`config.mk`:
```
export PLATFORM = sky130hd
export DESIGN_NAME = eff_addr_unit
export DESIGN_NICKNAME = d
export VERILOG_FILES = /design/src/rtl/eff_addr_pkg.sv /design/src/rtl/eff_addr_sext.sv /design/src/rtl/eff_addr_scaler.sv /design/src/rtl/eff_addr_unit.sv
export SDC_FILE = /design/constraint.sdc
export NUM_CORES = 1
export LEC_CHECK = 0
export BUFFER_PORTS_ARGS = -buffer_cell sky130_fd_sc_hd__buf_2
export CAP_MARGIN = 30
export CORE_MARGIN = 4
export CORE_UTILIZATION = 52
export CTS_CLUSTER_DIAMETER = 60
export CTS_CLUSTER_SIZE = 8
export DETAILED_ROUTE_END_ITERATION = 12
export PLACE_DENSITY_LB_ADDON = 0.15
export SLEW_MARGIN = 20
export SYNTH_ARGS = -nofsm -noshare
export SYNTH_HDL_FRONTEND = slang
export SYNTH_SLANG_ARGS = --single-unit
```
`constraint.sdc`:
```
create_clock -name clk -period 6.8 [get_ports clk]
set_input_delay 2.04 -clock clk [delete_from_list [all_inputs] [get_ports clk]]
set_output_delay 2.04 -clock clk [all_outputs]
set_load 0.02 [all_outputs]
```
`src/rtl/eff_addr_pkg.sv`:
```
package eff_addr_pkg;
  typedef enum logic [2:0] {
    AM_ABS   = 3'd0,
    AM_IND   = 3'd1,
    AM_DISP  = 3'd2,
    AM_BIDX  = 3'd3,
    AM_SCALE = 3'd4,
    AM_PCREL = 3'd5,
    AM_AINC  = 3'd6,
    AM_AIDX  = 3'd7
  } am_mode_e;

  localparam int NUM_DSZ = 3;
endpackage

```
`src/rtl/eff_addr_sext.sv`:
```
module eff_addr_sext #(
  parameter int AW = 32,
  parameter int DW = 32
) (
  input  logic [DW-1:0] raw,
  input  logic [1:0]    sz,
  output logic [AW-1:0] ext
);
  import eff_addr_pkg::*;

  logic [AW-1:0] cand [NUM_DSZ];

  for (genvar g = 0; g < NUM_DSZ; g++) begin : g_width
    localparam int W = (g == 0) ? 8 : (g == 1) ? 16 : DW;
    logic signed [W-1:0] slice;
    assign slice   = raw[W-1:0];
    assign cand[g] = AW'(slice);
  end

  always_comb begin
    case (sz)
      2'd0:    ext = cand[0];
      2'd1:    ext = cand[1];
      default: ext = cand[2];
    endcase
  end
endmodule

```
`src/rtl/eff_addr_scaler.sv`:
```
module eff_addr_scaler #(
  parameter int AW = 32,
  parameter int SW = 2
) (
  input  logic [AW-1:0] idx,
  input  logic [SW-1:0] shamt,
  output logic [AW-1:0] scaled
);
  localparam int NSTEP = 1 << SW;

  logic [AW-1:0] opts [NSTEP];

  for (genvar s = 0; s < NSTEP; s++) begin : g_shift
    assign opts[s] = idx << s;
  end

  assign scaled = opts[shamt];
endmodule

```
`src/rtl/eff_addr_unit.sv`:
```
module eff_addr_unit #(
  parameter int AW = 32,
  parameter int DW = 32,
  parameter int SW = 2
) (
  input  logic          clk,
  input  logic          rst,
  input  logic          in_valid,
  input  logic [2:0]    mode,
  input  logic [1:0]    disp_sz,
  input  logic [SW-1:0] scale,
  input  logic [AW-1:0] base,
  input  logic [AW-1:0] index,
  input  logic [DW-1:0] disp,
  input  logic [AW-1:0] pc,
  output logic          out_valid,
  output logic [AW-1:0] addr,
  output logic [AW-1:0] wb_val,
  output logic          wb_en
);
  import eff_addr_pkg::*;

  logic [AW-1:0] disp_x;
  logic [AW-1:0] idx_s;
  logic [AW-1:0] op_a, op_b, op_c;
  logic [AW-1:0] addr_n, wb_n;
  logic          upd_n;
  am_mode_e      m;

  assign m = am_mode_e'(mode);

  eff_addr_sext #(.AW(AW), .DW(DW)) u_sext (
    .raw (disp),
    .sz  (disp_sz),
    .ext (disp_x)
  );

  eff_addr_scaler #(.AW(AW), .SW(SW)) u_scale (
    .idx    (index),
    .shamt  (scale),
    .scaled (idx_s)
  );

  // one three-input adder shared by every mode; unused legs are zero
  always_comb begin
    op_a  = '0;
    op_b  = '0;
    op_c  = '0;
    upd_n = 1'b0;
    case (m)
      AM_ABS:   op_c = disp_x;
      AM_IND:   op_a = base;
      AM_DISP:  begin op_a = base; op_c = disp_x; end
      AM_BIDX:  begin op_a = base; op_b = index; end
      AM_SCALE: begin op_a = base; op_b = idx_s; op_c = disp_x; end
      AM_PCREL: begin op_a = pc;   op_c = disp_x; end
      AM_AINC:  begin op_a = base; upd_n = 1'b1; end
      AM_AIDX:  begin op_a = base; op_c = disp_x; upd_n = 1'b1; end
      default:  op_a = base;
    endcase
  end

  assign addr_n = op_a + op_b + op_c;
  assign wb_n   = (m == AM_AINC) ? base + AW'(1) : addr_n;

  always_ff @(posedge clk) begin
    if (rst) begin
      out_valid <= 1'b0;
      wb_en     <= 1'b0;
      addr      <= '0;
      wb_val    <= '0;
    end else begin
      out_valid <= in_valid;
      wb_en     <= in_valid & upd_n;
      if (in_valid) begin
        addr   <= addr_n;
        wb_val <= wb_n;
      end
    end
  end
endmodule

```
==> flow_summary_export.csv, run 1 <==
group,metric,value,unit
synthesis,ys_ff_latch,66,
die,die_w,124.8,um
synthesis,synth-async-reset-ratio,0,
clock_network,cts_resized,0,
synthesis,ys_seq_area_frac,0.1864,
timing,clock_skew,0,ps
synthesis,synth_flop_cell,"dfxtp_1",
global_route,grt_pass1_vias,6881,
synthesis,netlist_area,7088,um^2
global_route,grt_max_degree,67,
worst_setup_path,crit_path_start_kind,"input pin",
hold_path,worstHoldPathType,"reg2reg",
die,dieHeight,124.8,um
detailed_routing,post_drt_wl_per_cell,18.03,um
synthesis,syn_nets,1096,
power_and_ir_drop,ir_worst_vdd,0.1345,mV
detailed_routing,ant_nets,0,
final_layout,num_antenna_cells,0,
hold_path,hold_path_end,"addr[31]$_SDFFE_PP0P_",
detailed_routing,wl_met2,9065,um
final_layout,final_common_cell,"buf_2",
die,io-pin-count,204,
die,dieArea,15560,um^2
hold_path,hp-start,"addr[31]$_SDFFE_PP0P_",
worst_setup_path,crit_start,"mode[0]",
detailed_routing,wl_met1,10960,um
global_route,grt.overflow.total,0,
global_route,grt_antenna_before_repair,0,
timing,rsz0062_at_grt,"false",
clock_network,cts_max_path_buffers,2,
power_and_ir_drop,p_leak,4.102,nW
clock_network,cts.sinks,66,
timing,maxSlewHeadroom,0.4909,
detailed_routing,top_layer_used,"met4",
detailed_routing,num_vias,7402,
clock_network,h-tree-depth,3,
synthesis,synth_cell_types,61,
synthesis,synth_edf_count,0,
worst_setup_path,critical_path.endpoint_type,"flop",
timing,hold_violations,0,
worst_setup_path,crit_type,"in2reg",
detailed_routing,wl_met3,2172,um
global_route,grtUsageTotal,0.2786,
worst_setup_path,r2r_slack,5970,ps
synthesis,yosysWarnings,0,
timing,min_period_over_period,0.8885,
global_route,grt_pass1_wl,36120,um
timing,fmax,165.5,MHz
placed_design,gp_congestion,0.9307,
detailed_routing,dr.pass1.iters,6,
synthesis,syn_area_per_cell,7.920,um^2
timing,final.min_clock_period,6042,ps
detailed_routing,drtIter0Drc,726,
final_layout,n_fill_cell,1212,
clock_network,cts.clk_slew.worst_paths,60,ps
detailed_routing,route.detailed.drc,0,
clock_network,cts_tree,"yes",
final_layout,drive_gt1_frac,0.2388,
power_and_ir_drop,power.total,1.939,mW
timing,tightest_slew,763.6,ps
synthesis,synth_cells,895,
die,rows,42,
worst_setup_path,required,7060,ps
power_and_ir_drop,powerDensity,228.1,nW/um^2
clock_network,postCtsHoldBufs,0,
clock_network,cts_buffers,9,
final_layout,postLayoutCoreUtil,0.6393,
placed_design,dpl.hpwl,18280,um
worst_setup_path,reg2regPathDepth,3,
worst_setup_path,critPathMaxFanout,19,
final_layout,finish.net_count,1268,
clock_network,post_cts_buffers,0,
timing,final.setup.tns,0,ps
final_layout,multi_input_area,5325,um^2
worst_setup_path,rr_endpoint,"wb_val[29]$_SDFFE_PP0P_",
clock_network,cts-root-buf,"clkbuf_16",
worst_setup_path,arrival,6300,ps
final_layout,seq_area,1321,um^2
placed_design,buffer_ports.inserted,203,
final_layout,layout_common_cells,"buf_2, nand2_1, dfxtp_1, o21ai_0, nor2_1",
flow_run,cap_violations,0,
timing,setup_violations,0,
status,status,"complete, no violations",
hold_path,min_path_cells,2,
die,core,13300,um^2
detailed_routing,via_per_inst,5.931,
final_layout,area_growth,19.91,%
die,start_util,0.5331,
clock_network,clkLatencyLatePin,320,ps
timing,drv_slew,0,
worst_setup_path,r2r-start,"wb_val[29]$_SDFFE_PP0P_",
detailed_routing,drt_wl_total,22500,um
==> power breakdown <==
group	switching (mW)	internal, mW
Combinational	0.609	0.392
Clock	0.170	0.266
Sequential	0.0417	0.459
Total	0.821	1.12
==> worst max-delay path, cell delays in order <==
cell and delay (ps):
buf_2 120, nor2b_1 180, or3_1 610, buf_4 320, a22o_1 220, fa_1 480
ha_1 420, a21o_1 190, a21o_1 170, a21o_1 190, nor2b_1 160, or4_1 400
o22ai_1 280, mux2_2 380, a21oi_1 130
==> area by class of cell <==
class / count / share of cell area
clock buffers: 12 / 0.03018
clock inverters: 4 / 0.003091
inverters: 57 / 0.02517
multi-input cells: 714 / 0.6265
flip-flops and latches: 66 / 0.1555
well taps: 176 / 0.02591
repair buffers: 219 / 0.1337
==> synthesized netlist by cell type (3+ instances only) <==
master / n / area, um^2
a211oi_1: 22 / 165.2
a21o_1: 18 / 135.1
a21oi_1: 57 / 285.3
a22o_1: 16 / 140.1
a22oi_1: 37 / 277.8
a31oi_1: 9 / 56.30
a32o_1: 6 / 60.06
and2_1: 9 / 56.30
and3_1: 17 / 106.4
and4_1: 4 / 35.03
buf_1: 8 / 30.03
clkbuf_1: 47 / 176.4
dfxtp_1: 66 / 1321
fa_1: 32 / 640.6
ha_1: 31 / 387.9
inv_1: 57 / 214.0
mux2_2: 7 / 78.83
mux2i_1: 35 / 350.3
mux4_2: 10 / 225.2
nand2_1: 83 / 311.6
nand2b_1: 17 / 106.4
nand3_1: 18 / 90.09
nand4_1: 10 / 62.56
nor2_1: 59 / 221.5
nor2b_1: 13 / 81.33
nor3_1: 10 / 50.05
nor3b_1: 4 / 30.03
o211ai_1: 9 / 67.56
o21a_1: 21 / 157.7
o21ai_0: 61 / 305.3
o21bai_1: 5 / 37.54
o22ai_1: 3 / 18.77
o31ai_1: 8 / 60.06
or3_1: 6 / 37.54
xnor2_1: 28 / 245.2
xor2_1: 21 / 183.9
==> how the worst max path moves through the flow <==
stage	endpoint	slack [ps]	cells after the start
2_1_floorplan	addr[28]$_SDFFE_PP0P_	750	17
3_3_place_gp	wb_val[29]$_SDFFE_PP0P_	560	15
3_5_place_dp	wb_val[29]$_SDFFE_PP0P_	440	15
4_1_cts	wb_val[29]$_SDFFE_PP0P_	790	15
5_1_grt	wb_val[29]$_SDFFE_PP0P_	490	16
6_report	wb_val[29]$_SDFFE_PP0P_	760	15
==> registers in the layout, indices dropped and copies added (netlist names) <==
| register | count |
|---|---|
| wb_en | 1 |
| addr | 32 |
| wb_val | 32 |
| out_valid | 1 |
==> per-layer routing <==
| metal | vias to the layer above | track usage |
|---|---|---|
| li1 | 3589 | - |
| met1 | 3384 | 0.4368 |
| met2 | 400 | 0.3903 |
| met3 | 29 | 0.05660 |
| met4 | 0 | 0.05803 |
| met5 | - | 0 |
==> stage by stage <==
stage | worst slack, ps | instances | hold WS, ps | cell area, um^2
floorplan | 749.5 | 895 | 524.1 | 7088
global placement | 559.8 | 1232 | 437.4 | 8217
detailed placement | 442.7 | 1232 | 440.8 | 8217
CTS | 793.1 | 1248 | 453.4 | 8499
global route | 488.9 | 1248 | 476.2 | 8499
finish | 758.3 | 1248 | 447.1 | 8499
==> kinds of logic after synthesis <==
family | after synthesis | synth area share
adder cells (fa/ha/maj) | 63 | 0.1451
AND/OR/NAND/NOR | 258 | 0.1758
AO/OA/AOI/OAI | 292 | 0.2775
XOR/XNOR | 49 | 0.06055
flip-flops | 66 | 0.1864
buffers and inverters | 115 | 0.06231
multiplexers | 52 | 0.09232
Note: power is estimated with default switching activity, not from simulation.
==> run 2, diff against run 1 <==
- BUFFER_PORTS_ARGS: -buffer_cell sky130_fd_sc_hd__buf_2 -> not set
- DONT_BUFFER_PORTS: not set -> 1
==> flow_summary_export.csv, run 2 (synthesis gave the netlist of run 1 again) <==
group,metric,value,unit
global_route,grt.overflow.total,0,
final_layout,area_growth,5.649,%
placed_design,buffer_ports.inserted,0,
clock_network,postCtsHoldBufs,0,
worst_setup_path,worstPathCellList,"nor2b_1, or3_1, a22oi_1, fa_1, inv_1, ha_1, fa_1, a211oi_1, nor2_1, nand4_1, a21o_1, a21oi_1, o22ai_1, mux2_2, a21oi_1",
final_layout,drive_gt1_frac,0.05671,
placed_design,place_area,7163,um^2
worst_setup_path,crit_path_start_kind,"input pin",
status,status,"complete, no violations",
timing,clock_skew,0,ps
clock_network,cts.clk_slew.worst_paths,60,ps
detailed_routing,post_drt_wl_per_cell,21.94,um
detailed_routing,via_per_inst,6.373,
timing,whs,560.2,ps
final_layout,num_antenna_cells,0,
clock_network,cts_buffers,9,
worst_setup_path,arrival,6200,ps
timing,rsz0062_at_grt,"false",
worst_setup_path,required,7060,ps
flow_run,cap_violations,0,
die,start_util,0.5331,
final_layout,top_regs,"addr (32), wb_val (32)",
die,dieArea,15560,um^2
power_and_ir_drop,p_leak,3.227,nW
hold_path,worstHoldPathType,"reg2reg",
detailed_routing,num_vias,6628,
worst_setup_path,crit_buf_inv,1,
timing,min_period_over_period,0.8733,
worst_setup_path,critPathMaxFanout,13,
clock_network,cts.sinks,66,
timing,drv_slew,0,
detailed_routing,dr.pass1.iters,5,
worst_setup_path,critical_path.endpoint_type,"flop",
detailed_routing,ant_nets,0,
clock_network,clkLatencyLatePin,330,ps
worst_setup_path,cp_slowest_cell,"fa_1",
placed_design,dpl.hpwl,18740,um
global_route,grt_antenna_before_repair,0,
global_route,grtUsageTotal,0.2817,
worst_setup_path,reg2regPathDepth,3,
die,dieHeight,124.8,um
clock_network,post_cts_buffers,0,
worst_setup_path,cpLargestDelayFamily,"compound AO/OA/AOI/OAI gates",
placed_design,gp_congestion,0.9247,
global_route,grt_max_degree,67,
worst_setup_path,r2r_slack,5930,ps
final_layout,final_cell_area,7488,um^2
power_and_ir_drop,powerDensity,252.0,nW/um^2
timing,fmax,168.4,MHz
final_layout,layout_common_cells,"nand2_1, dfxtp_1, o21ai_0, nor2_1",
detailed_routing,route.detailed.drc,0,
clock_network,cts-root-buf,"clkbuf_16",
detailed_routing,drt_wl_total,22820,um
worst_setup_path,path_depth,15,
clock_network,cts_max_path_buffers,2,
hold_path,min_path_cells,2,
final_layout,final_common_cell,"nand2_1",
die,io-pin-count,204,
clock_network,cts_tree,"yes",
worst_setup_path,crit_type,"in2reg",
worst_setup_path,critical-path-max-stage-delay,590,ps
power_and_ir_drop,power.total,1.887,mW
timing,hold_violations,0,
die,rows,42,
detailed_routing,drtIter0Drc,600,
final_layout,finish.net_count,1060,
global_route,grt_pass1_wl,35710,um
power_and_ir_drop,ir_worst_vdd,0.1221,mV
timing,setup_violations,0,
timing,maxSlewHeadroom,0.5362,
timing,final.min_clock_period,5939,ps
clock_network,h-tree-depth,3,
timing,final.setup.tns,0,ps
die,core,13300,um^2
global_route,grt_pass1_vias,6237,
clock_network,cts_resized,0,
timing,tightest_slew,694.2,ps
die,die_w,124.8,um
run 2: changes by cell type in the layout (fill, tap and decap cells not counted), sizes merged:
cell      previous run  this run
buf                219        11
bufinv               0         2
clkbuf              12         9
clkinvlp             1         0
inv                 57        59
run 2: power breakdown:
part / internal (mW) / switching [mW] / leakage, nW / total (mW)
clock: 0.324 / 0.184 / 0.160 / 0.508
combinational: 0.319 / 0.455 / 2.52 / 0.774
sequential: 0.459 / 0.145 / 0.545 / 0.604
run 2: routing by layer:
layer  GRT usage  vias up  routed length [um]
li1            -     3167                   -
met1      0.4176     3139               10360
met2      0.4081      309                9600
met3     0.08448       13                2693
met4     0.04771        0                 159
met5           0        -                   0
run 2: metrics by stage:
| step | util | instances | worst slack (ps) |
|---|---|---|---|
| after floorplan | - | 895 | 749.5 |
| after global placement | 0.5388 | 1024 | 717.9 |
| after detailed placement | 0.5388 | 1024 | 550.1 |
| after CTS | 0.5632 | 1040 | 890.5 |
| after global routing | 0.5632 | 1040 | 565.4 |
| final | 0.5632 | 1040 | 861.4 |
run 2: worst paths after layout:
path                                   to               startpoint
setup / recovery  wb_val[29]$_SDFFE_PP0P_                  mode[0]
hold / removal      addr[31]$_SDFFE_PP0P_    addr[31]$_SDFFE_PP0P_
setup reg to reg  wb_val[29]$_SDFFE_PP0P_  wb_val[29]$_SDFFE_PP0P_
hold reg to reg     addr[31]$_SDFFE_PP0P_    addr[31]$_SDFFE_PP0P_
run 2: worst min-delay path: cells and delay by family (launching register included):
family,cells,cell delay (ps)
compound gates,1,60
flops,1,370
simple gates,1,70
run 2: cell type report:
type / count / area [um^2]
repair buffers: 11 / 82.58
well taps: 176 / 220.2
flip-flops and latches: 66 / 1321
clock buffers: 9 / 225.2
fillers: 1253 / 5807
inverters: 57 / 214.0
clock inverters: 7 / 100.1
multi-input cells: 714 / 5325
